File: src/rtl/bor_pkg.sv
package bor_pkg;

  typedef enum logic [1:0] {
    PH_RUN   = 2'd0,
    PH_BROWN = 2'd1,
    PH_PWRUP = 2'd2
  } bor_phase_e;

  localparam logic [1:0] MODE_OFF     = 2'd0;
  localparam logic [1:0] MODE_SW      = 2'd1;
  localparam logic [1:0] MODE_NOSLEEP = 2'd2;
  localparam logic [1:0] MODE_ON      = 2'd3;

  // Detection is active for a given mode, software enable and sleep state
  function automatic logic detect_on(input logic [1:0] mode, input logic sw_en,
                                     input logic sleeping);
    case (mode)
      MODE_SW:      return sw_en;
      MODE_NOSLEEP: return !sleeping;
      MODE_ON:      return 1'b1;
      default:      return 1'b0;
    endcase
  endfunction

  // Counter width needed to reach n
  function automatic int cnt_width(input int n);
    return (n < 2) ? 1 : $clog2(n + 1);
  endfunction

endpackage

File: src/rtl/bor_qual.sv
module bor_qual #(
  parameter int QUAL_CYCLES = 4
) (
  input  logic clk,
  input  logic rst_n,
  input  logic sample_en,
  output logic hit
);
  import bor_pkg::*;
  localparam int QW = cnt_width(QUAL_CYCLES);
  localparam logic [QW-1:0] LAST = QW'(QUAL_CYCLES - 1);
  localparam logic [QW-1:0] TOP  = QW'(QUAL_CYCLES);

  logic [QW-1:0] q;

  always_ff @(posedge clk or negedge rst_n) begin
    if (!rst_n)          q <= '0;
    else if (!sample_en) q <= '0;
    else if (q != TOP)   q <= q + 1'b1;
  end

  assign hit = sample_en && (q == LAST);

  generate
    if (QUAL_CYCLES > 1) begin : g_chk
      AST_HIT_NEEDS_RUN: assert property (@(posedge clk) disable iff (!rst_n)
        hit |-> $past(sample_en));
    end
  endgenerate
endmodule

File: src/rtl/bor_pwrup_tmr.sv
module bor_pwrup_tmr #(
  parameter int PWRUP_CYCLES = 6
) (
  input  logic clk,
  input  logic rst_n,
  input  logic run_en,
  output logic done,
  output logic idle
);
  import bor_pkg::*;
  localparam int CW = cnt_width(PWRUP_CYCLES);
  localparam logic [CW-1:0] LAST = CW'(PWRUP_CYCLES - 1);

  logic [CW-1:0] cnt;

  always_ff @(posedge clk or negedge rst_n) begin
    if (!rst_n)       cnt <= '0;
    else if (!run_en) cnt <= '0;
    else if (!done)   cnt <= cnt + 1'b1;
  end

  assign done = run_en && (cnt == LAST);
  assign idle = (cnt == '0);

  generate
    if (PWRUP_CYCLES > 1) begin : g_chk
      AST_DONE_AFTER_RUN: assert property (@(posedge clk) disable iff (!rst_n)
        done |-> $past(run_en));
    end
  endgenerate
endmodule

File: src/rtl/bor_status.sv
module bor_status (
  input  logic       clk,
  input  logic       rst_n,
  input  logic [1:0] en_mode,
  input  logic       swen_wr,
  input  logic       swen_wdata,
  input  logic       por_set,
  input  logic       bor_set,
  input  logic       bor_evt,
  output logic       sw_en,
  output logic       swen_rd,
  output logic       por_flag,
  output logic       bor_flag
);
  import bor_pkg::*;

  always_ff @(posedge clk or negedge rst_n) begin
    if (!rst_n) begin
      sw_en    <= 1'b1;
      por_flag <= 1'b0;
      bor_flag <= 1'b0;
    end else begin
      if (swen_wr && en_mode == MODE_SW) sw_en <= swen_wdata;
      if (por_set) por_flag <= 1'b1;
      if (bor_evt)      bor_flag <= 1'b0;
      else if (bor_set) bor_flag <= 1'b1;
    end
  end

  assign swen_rd = (en_mode == MODE_SW) && sw_en;

  AST_BOR_CLEARED: assert property (@(posedge clk) disable iff (!rst_n)
    bor_evt |=> !bor_flag);
  AST_POR_SW_ONLY: assert property (@(posedge clk) disable iff (!rst_n)
    $rose(por_flag) |-> $past(por_set));
  AST_SWEN_LOCKED: assert property (@(posedge clk) disable iff (!rst_n)
    en_mode != MODE_SW |=> sw_en == $past(sw_en));
endmodule

File: src/rtl/bor_seq_ctrl.sv
module bor_seq_ctrl #(
  parameter int QUAL_CYCLES  = 4,
  parameter int PWRUP_CYCLES = 6
) (
  input  logic       clk,
  input  logic       por_n,
  input  logic       supply_low,
  input  logic [1:0] en_mode,
  input  logic       sleep_mode,
  input  logic       pwrt_en,
  input  logic       swen_wr,
  input  logic       swen_wdata,
  input  logic       por_flag_set,
  input  logic       bor_flag_set,
  output logic       rst_out,
  output logic       swen_rd,
  output logic       por_flag,
  output logic       bor_flag
);
  import bor_pkg::*;

  bor_phase_e phase, phase_nx;
  logic sw_en, detect, qual_en, qual_hit, tmr_en, tmr_done, tmr_idle;
  logic dip_in_delay, bor_evt, rst_nx;

  assign detect       = detect_on(en_mode, sw_en, sleep_mode);
  assign qual_en      = (phase == PH_RUN) && detect && supply_low;
  assign dip_in_delay = (phase == PH_PWRUP) && detect && supply_low;
  assign tmr_en       = (phase == PH_PWRUP) && pwrt_en && !dip_in_delay;

  bor_qual #(.QUAL_CYCLES(QUAL_CYCLES)) u_qual (
    .clk(clk), .rst_n(por_n), .sample_en(qual_en), .hit(qual_hit)
  );

  bor_pwrup_tmr #(.PWRUP_CYCLES(PWRUP_CYCLES)) u_tmr (
    .clk(clk), .rst_n(por_n), .run_en(tmr_en), .done(tmr_done), .idle(tmr_idle)
  );

  always_comb begin
    phase_nx = phase;
    rst_nx   = rst_out;
    case (phase)
      PH_RUN: if (qual_hit) begin
        phase_nx = PH_BROWN;
        rst_nx   = 1'b1;
      end
      PH_BROWN: if (!supply_low) begin
        phase_nx = pwrt_en ? PH_PWRUP : PH_RUN;
        rst_nx   = pwrt_en;
      end
      PH_PWRUP: begin
        if (dip_in_delay) begin
          phase_nx = PH_BROWN;
          rst_nx   = 1'b1;
        end else if (!pwrt_en || tmr_done) begin
          phase_nx = PH_RUN;
          rst_nx   = 1'b0;
        end
      end
      default: begin
        phase_nx = PH_BROWN;
        rst_nx   = 1'b1;
      end
    endcase
  end

  assign bor_evt = (phase_nx == PH_BROWN) && (phase != PH_BROWN);

  always_ff @(posedge clk or negedge por_n) begin
    if (!por_n) begin
      phase   <= PH_PWRUP;
      rst_out <= 1'b1;
    end else begin
      phase   <= phase_nx;
      rst_out <= rst_nx;
    end
  end

  bor_status u_status (
    .clk(clk), .rst_n(por_n), .en_mode(en_mode),
    .swen_wr(swen_wr), .swen_wdata(swen_wdata),
    .por_set(por_flag_set), .bor_set(bor_flag_set), .bor_evt(bor_evt),
    .sw_en(sw_en), .swen_rd(swen_rd), .por_flag(por_flag), .bor_flag(bor_flag)
  );

  AST_MODE_OFF_QUIET: assert property (@(posedge clk) disable iff (!por_n)
    (en_mode == MODE_OFF && phase == PH_RUN) |=> !rst_out);
  AST_ALWAYS_ON_SLEEP: assert property (@(posedge clk) disable iff (!por_n)
    (en_mode == MODE_ON && sleep_mode && phase == PH_RUN && qual_hit) |=> rst_out);
  AST_HOLD_WHILE_LOW: assert property (@(posedge clk) disable iff (!por_n)
    (phase == PH_BROWN && supply_low) |=> (rst_out && phase == PH_BROWN));
  AST_FAST_RELEASE: assert property (@(posedge clk) disable iff (!por_n)
    (phase == PH_BROWN && !supply_low && !pwrt_en) |=> !rst_out);
  AST_DIP_REARM: assert property (@(posedge clk) disable iff (!por_n)
    dip_in_delay |=> (phase == PH_BROWN && tmr_idle && rst_out));
  AST_SLEEP_MASK: assert property (@(posedge clk) disable iff (!por_n)
    (en_mode == MODE_NOSLEEP && sleep_mode && phase == PH_RUN) |=> phase == PH_RUN);
  AST_RUN_NO_RESET: assert property (@(posedge clk) disable iff (!por_n)
    (phase == PH_RUN && !qual_hit) |=> !rst_out);
endmodule

File: config.mk
export PLATFORM = sky130hd
export DESIGN_NAME = bor_seq_ctrl
export DESIGN_NICKNAME = d
export VERILOG_FILES = /design/src/rtl/bor_pkg.sv /design/src/rtl/bor_qual.sv /design/src/rtl/bor_pwrup_tmr.sv /design/src/rtl/bor_status.sv /design/src/rtl/bor_seq_ctrl.sv
export SDC_FILE = /design/constraint.sdc
export NUM_CORES = 1
export LEC_CHECK = 0
export BUFFER_PORTS_ARGS = -buffer_cell sky130_fd_sc_hd__buf_2
export CORE_MARGIN = 2
export CORE_UTILIZATION = 51
export DETAILED_ROUTE_END_ITERATION = 8
export PLACE_DENSITY = 0.81
export SLEW_MARGIN = 10
export SYNTH_ARGS = -nofsm -noshare
export SYNTH_HDL_FRONTEND = slang
export SYNTH_SLANG_ARGS = --single-unit
File: constraint.sdc
create_clock -name clk -period 2.3 [get_ports clk]
set_clock_uncertainty 0.2 [all_clocks]
set_input_delay 0.46 -clock clk [delete_from_list [all_inputs] [get_ports clk]]
set_output_delay 0.46 -clock clk [all_outputs]
set_load 0.01 [all_outputs]
## Yosys cells after proc, flatten, opt, wreduce, memory -nomap -nowiden

Cells that the tools add are included.

| word-level totals | value |
|---|---|
| flip-flop bits (word level) | 12 |
| input bits | 11 |
| output and inout bits | 4 |
| logic and storage cells | 60 |

| operators by class | value |
|---|---|
| add/subtract/negate cells | 2 |
| equality and inequality tests | 15 |
| multiplexer cells | 18 |
| reduce and logical (&&, ||, !) cells | 18 |

Operators by type and width:

| kind | count |
|---|---|
| 3-bit 2-to-1 mux | 4 |
| 1-bit logical AND | 11 |
| 2-bit 2-to-1 mux | 5 |
| 2-bit inequality test (second input constant) | 4 |
| 3-bit by 1-bit adder with 3-bit output (second input constant) | 2 |
| 2-bit by 1-bit equality test with 1-bit output (second input constant) | 3 |
| 2-bit equality test (second input constant) | 3 |
| 1-bit 2-to-1 mux | 6 |
| 1-bit one-hot mux with 3 select lines | 2 |
| 2-bit one-hot mux with 3 select lines | 1 |
| 3-bit by 2-bit equality test with 1-bit output (second input constant) | 1 |
| 3-bit equality test (second input constant) | 1 |
| 1-bit zero test | 3 |
| 3-bit by 2-bit inequality test with 1-bit output (second input constant) | 1 |
| 3-bit inequality test (second input constant) | 1 |
| 3-bit AND reduction | 1 |
| 2-bit zero test | 1 |
| 2-bit by 1-bit inequality test with 1-bit output (second input constant) | 1 |
| 2-bit nonzero test | 1 |
| 1-bit logical OR | 1 |

## Logic depth before layout (Yosys ltp)

| logic depth | value |
|---|---|
| depth in word-level cells | 14 |
| gate-level depth with buffers | 7 |

## Cells and area by module

Synthesis repeated with hierarchy kept, for this count alone.

| unflattened totals | value |
|---|---|
| cells, all modules | 80 |
| area total of the unflattened synthesis | 795.8 um^2 |

By module, submodules not included:

| module | times used | cells each | area each (um^2) |
|---|---|---|---|
| bor_seq_ctrl | 1 | 33 | 291.5 |
| bor_pwrup_tmr | 1 | 20 | 191.4 |
| bor_qual | 1 | 18 | 177.7 |
| bor_status | 1 | 9 | 135.1 |

## Least setup slack after synthesis

No wires, ideal clock.

| path | value |
|---|---|
| kind | register -> register |
| from | register u_qual.q[0] |
| to | register u_status.bor_flag |
| data arrival time | 1545 ps |
| setup slack | 473 ps |
| cell stages (with the launch flop) | 8 |
| path buffers | 0 |
| period minus slack after synthesis | 1827 ps |
| path through | dfrtp_1 -> ha_1 -> ha_1 -> nand4_1 -> o311ai_0 -> o21a_1 -> or3_1 -> a31oi_1 |

| on the way | value |
|---|---|
| word-level cells in the longest chain between the ends | 7 |
| elaborated cells between the ends (all ways) | 8 |
| classes of those cells | eq/ne: 2; mux: 3; reduce/logical: 3 |

Ends and longest elaborated chain:

| what | RTL line | source |
|---|---|---|
| start: declaration | bor_qual.sv:14 | `logic [QW-1:0] q;` |
| start signal: assignment | bor_qual.sv:19 | `else if (q != TOP) q <= q + 1'b1;` |
| 3-bit by 2-bit equality test with 1-bit output * | bor_qual.sv:22 | `assign hit = sample_en && (q == LAST);` |
| 1-bit logical AND * | bor_qual.sv:22 |  |
| 2-bit 2-to-1 mux * | bor_seq_ctrl.sv:43 | `PH_RUN: if (qual_hit) begin` |
| 2-bit one-hot mux with 3 select lines * | bor_seq_ctrl.sv:42 | `case (phase)` |
| 2-bit by 1-bit equality test with 1-bit output * | bor_seq_ctrl.sv:67 | `assign bor_evt = (phase_nx == PH_BROWN) && (phase != PH_BROWN);` |
| 1-bit logical AND * | bor_seq_ctrl.sv:67 |  |
| 1-bit 2-to-1 mux or 2-bit nonzero test (tied branches) | - |  |
| end signal: assignment | bor_status.sv:21 | `bor_flag <= 1'b0;` |
| end signal: assignment | bor_status.sv:25 | `if (bor_evt) bor_flag <= 1'b0;` |
| end signal: assignment | bor_status.sv:26 | `else if (bor_set) bor_flag <= 1'b1;` |
| end: declaration | bor_status.sv:13 | `output logic bor_flag` |

Mark *: on every way between the ends. The rest lies on a longest branch, timed or not.
A chain may end at the register's enable or synchronous reset.

## Worst setup path after layout

Same ends and word-level chain as after synthesis.

==> run_results.csv <==
group,metric,value,unit
outcome,outcome,"complete, no violations",
place,gp_congestion,0.770,
sta,worstMarginPinSlew,0.351,ns
cells_and_area,final_common_cell,"buf_2",
worst_setup_path,critPathMaxStageDelay,0.41,ns
global_route,gr-usage-all-layers,0.194,
cells_and_area,n_antenna_cell,0,
drt,drtIter0Drc,10,
worst_setup_path,rr_endpoint,"u_status.bor_flag",
clocking,clk_latency,0.26,ns
drt,avgViaCountPerCell,5.43,
clocking,cts_buffer_depth,2,
worst_setup_path,crit_path_cell_trace,"ha_1 > ha_1 > nand4_1 > o311ai_0 > o21a_1 > or3_1 > a31oi_1",
global_route,grt_start_max_net_pins,13,
synthesis,synth-edff-count,0,
worst_setup_path,rr_startpoint,"u_qual.q[0]",
power_and_ir_drop,p_leak,0.395,nW
hold_path,hold_path_class,"input port to register",
drt,drc,0,
sta,finalCritPeriodShare,0.846,
synthesis,synthArstFlopShare,1.00,
drt,antenna_left,0,
drt,vias,581,
sta,fmax,0.514,GHz
floorplan,coreArea,0.00130,mm^2
worst_setup_path,critPathBufInv,0,
floorplan,num_rows,13,
synthesis,syn_avg_cell_area,9.77,um^2
worst_setup_path,endpoint,"u_status.bor_flag",
synthesis,synth.distinct_cells,27,
worst_setup_path,worst_path_most_repeated_cell,"ha_1",
worst_setup_path,path_depth,7,
worst_setup_path,cp-start-kind,"register",
floorplan,die_width,41.4,um
run,maxCapViolCount,0,
drt,drtPass1Iterations,4,
sta,slew_violations,0,
synthesis,synth_ff_type,"dfrtp_1",
synthesis,yosysSeqAreaShare,0.426,
worst_setup_path,reg2regPathDepth,7,
place,port_buffers,14,
cells_and_area,area_growth,18.9,%
floorplan,die_area,0.00171,mm^2
synthesis,synth_seq_cells,12,
sta,grt_setup_unrepaired,"false",
synthesis,synth_area,713,um^2
place,dpl.hpwl,1.02,mm
sta,finalHoldViolCount,0,
floorplan,start_util,0.548,
global_route,antenna_found_initial,0,
worst_setup_path,critPathMaxFanout,4,
sta,setup-tns-final,0,ns
power_and_ir_drop,peakVddDrop,0.521,mV
cells_and_area,nets,113,
worst_setup_path,crit_required,2.29,ns
sta,post-route-min-period,1.95,ns
global_route,grt_pass1_wl,2.06,mm
worst_setup_path,crit_family,"compound AO/OA/AOI/OAI gates",
global_route,grt-ovfl-total,0,
clocking,cts-buffers-inserted,3,
cells_and_area,layout.cells.most_common_list,"buf_2, nand2_1, ha_1, dfrtp_1, inv_1",
sta,finalSetupViolations,0,
clocking,cts_sinks,12,
sta,slew_headroom,0.760,
synthesis,synth_cells,73,
cells_and_area,final_util,0.652,
synthesis,ys_warn_count,0,
clocking,cts_tree,"yes",
clocking,root_buffer,"clkbuf_4",
clocking,htreeDepth,1,
worst_setup_path,crit_arrival,1.93,ns
synthesis,syn-num-nets,93,
power_and_ir_drop,p_per_area,826,mW/mm^2
cells_and_area,drive_above_1_share,0.304,
drt,wl_per_cell,12.0,um
worst_setup_path,r2r_slack,0.35,ns
worst_setup_path,cp_slowest_cell,"dfrtp_1",
worst_setup_path,crit_type,"register to register",
floorplan,dieHeight,41.4,um
global_route,grt_pass1_vias,512,
floorplan,num_io_pins,15,
worst_setup_path,startpoint,"u_qual.q[0]",
clocking,clk_pin_slew_worst_paths,0.08,ns
drt,postRouteWirelength,1.29,mm
worst_setup_path,end_kind,"register",
[area by class of cell]
cell class,instances,area [um^2]
fill,121,453
inverter,8,30.0
tap,15,18.8
timing repair buffer,15,80.1
clock buffer,4,36.3
sequential,12,304
multi-input combinational,53,379
[per-layer routing]
layer	vias to the layer above	global-route usage	wire [um]	part of all wire
met5	-	0	0	0
met4	0	0.0968	0	0
met3	0	0.0479	40	0.031
met2	7	0.336	686	0.53
met1	280	0.219	562	0.44
li1	294	-	-	-
[cells by family after synthesis]
| kind of cell | count (synthesis) | share of synthesized area |
|---|---|---|
| buffers and inverters | 8 | 0.0421 |
| xor gates and xnor gates | 2 | 0.0246 |
| and+or+nand+nor | 25 | 0.179 |
| AOI/OAI and AO/OA | 16 | 0.154 |
| DFF | 12 | 0.426 |
| muxes | 1 | 0.0158 |
| adders and majority gates | 9 | 0.158 |
[cells in the mapped netlist, drive strengths merged, types with 3 or more instances]
master  number  area share
dfrtp        9        0.32
a21oi        5       0.035
inv          8       0.042
nor2         3       0.016
nand3        3       0.021
ha           9        0.16
o21ai        3       0.026
nand2        9       0.047
dfstp        3        0.11
[sequential cells by signal, indices dropped and copies added, names as in the netlist]
name and count:
u_status.bor_flag 1, u_tmr.cnt 3, u_status.por_flag 1, phase 2, u_status.sw_en 1, rst_out 1
u_qual.q 3
[metrics by stage]
step                      hold WS [ns]  instance area, um^2  power (W)  instances  worst slack, ns
final                            0.181                  848   0.000701        107            0.354
after detailed placement         0.150                  802   0.000542        102            0.378
after global placement           0.148                  802   0.000528        102            0.428
after CTS                        0.173                  848   0.000711        107            0.356
after global routing             0.164                  848   0.000763        107            0.247
after floorplan                -0.0356                  713   0.000466         73            0.473
[worst min path at each step]
| stage | endpoint | start | depth (start not counted) | slack (ns) |
|---|---|---|---|---|
| finish | u_status.por_flag | por_flag_set | 2 | 0.18 |
| global route | u_status.por_flag | por_flag_set | 2 | 0.16 |
| CTS | u_status.por_flag | por_flag_set | 2 | 0.17 |
| detailed placement | u_status.bor_flag | por_n | 1 | 0.15 |
| global placement | phase[0] | por_n | 1 | 0.15 |
| floorplan | phase[0] | por_n | 0 | -0.04 |
[repair_timing]
action,in CTS,in global routing
hold buffers,1,0
hold endpoints to repair,9,0
gates resized for setup,0,0
buffers inserted,0,0
[power by group]
part           internal [W]  leakage (nW)  switching [W]  total, W
Combinational      0.000108         0.227       0.000135  0.000243
Sequential         0.000265         0.146      0.0000296  0.000295
Clock             0.0000960        0.0210      0.0000671  0.000163
(Power assumes the default switching activity.)
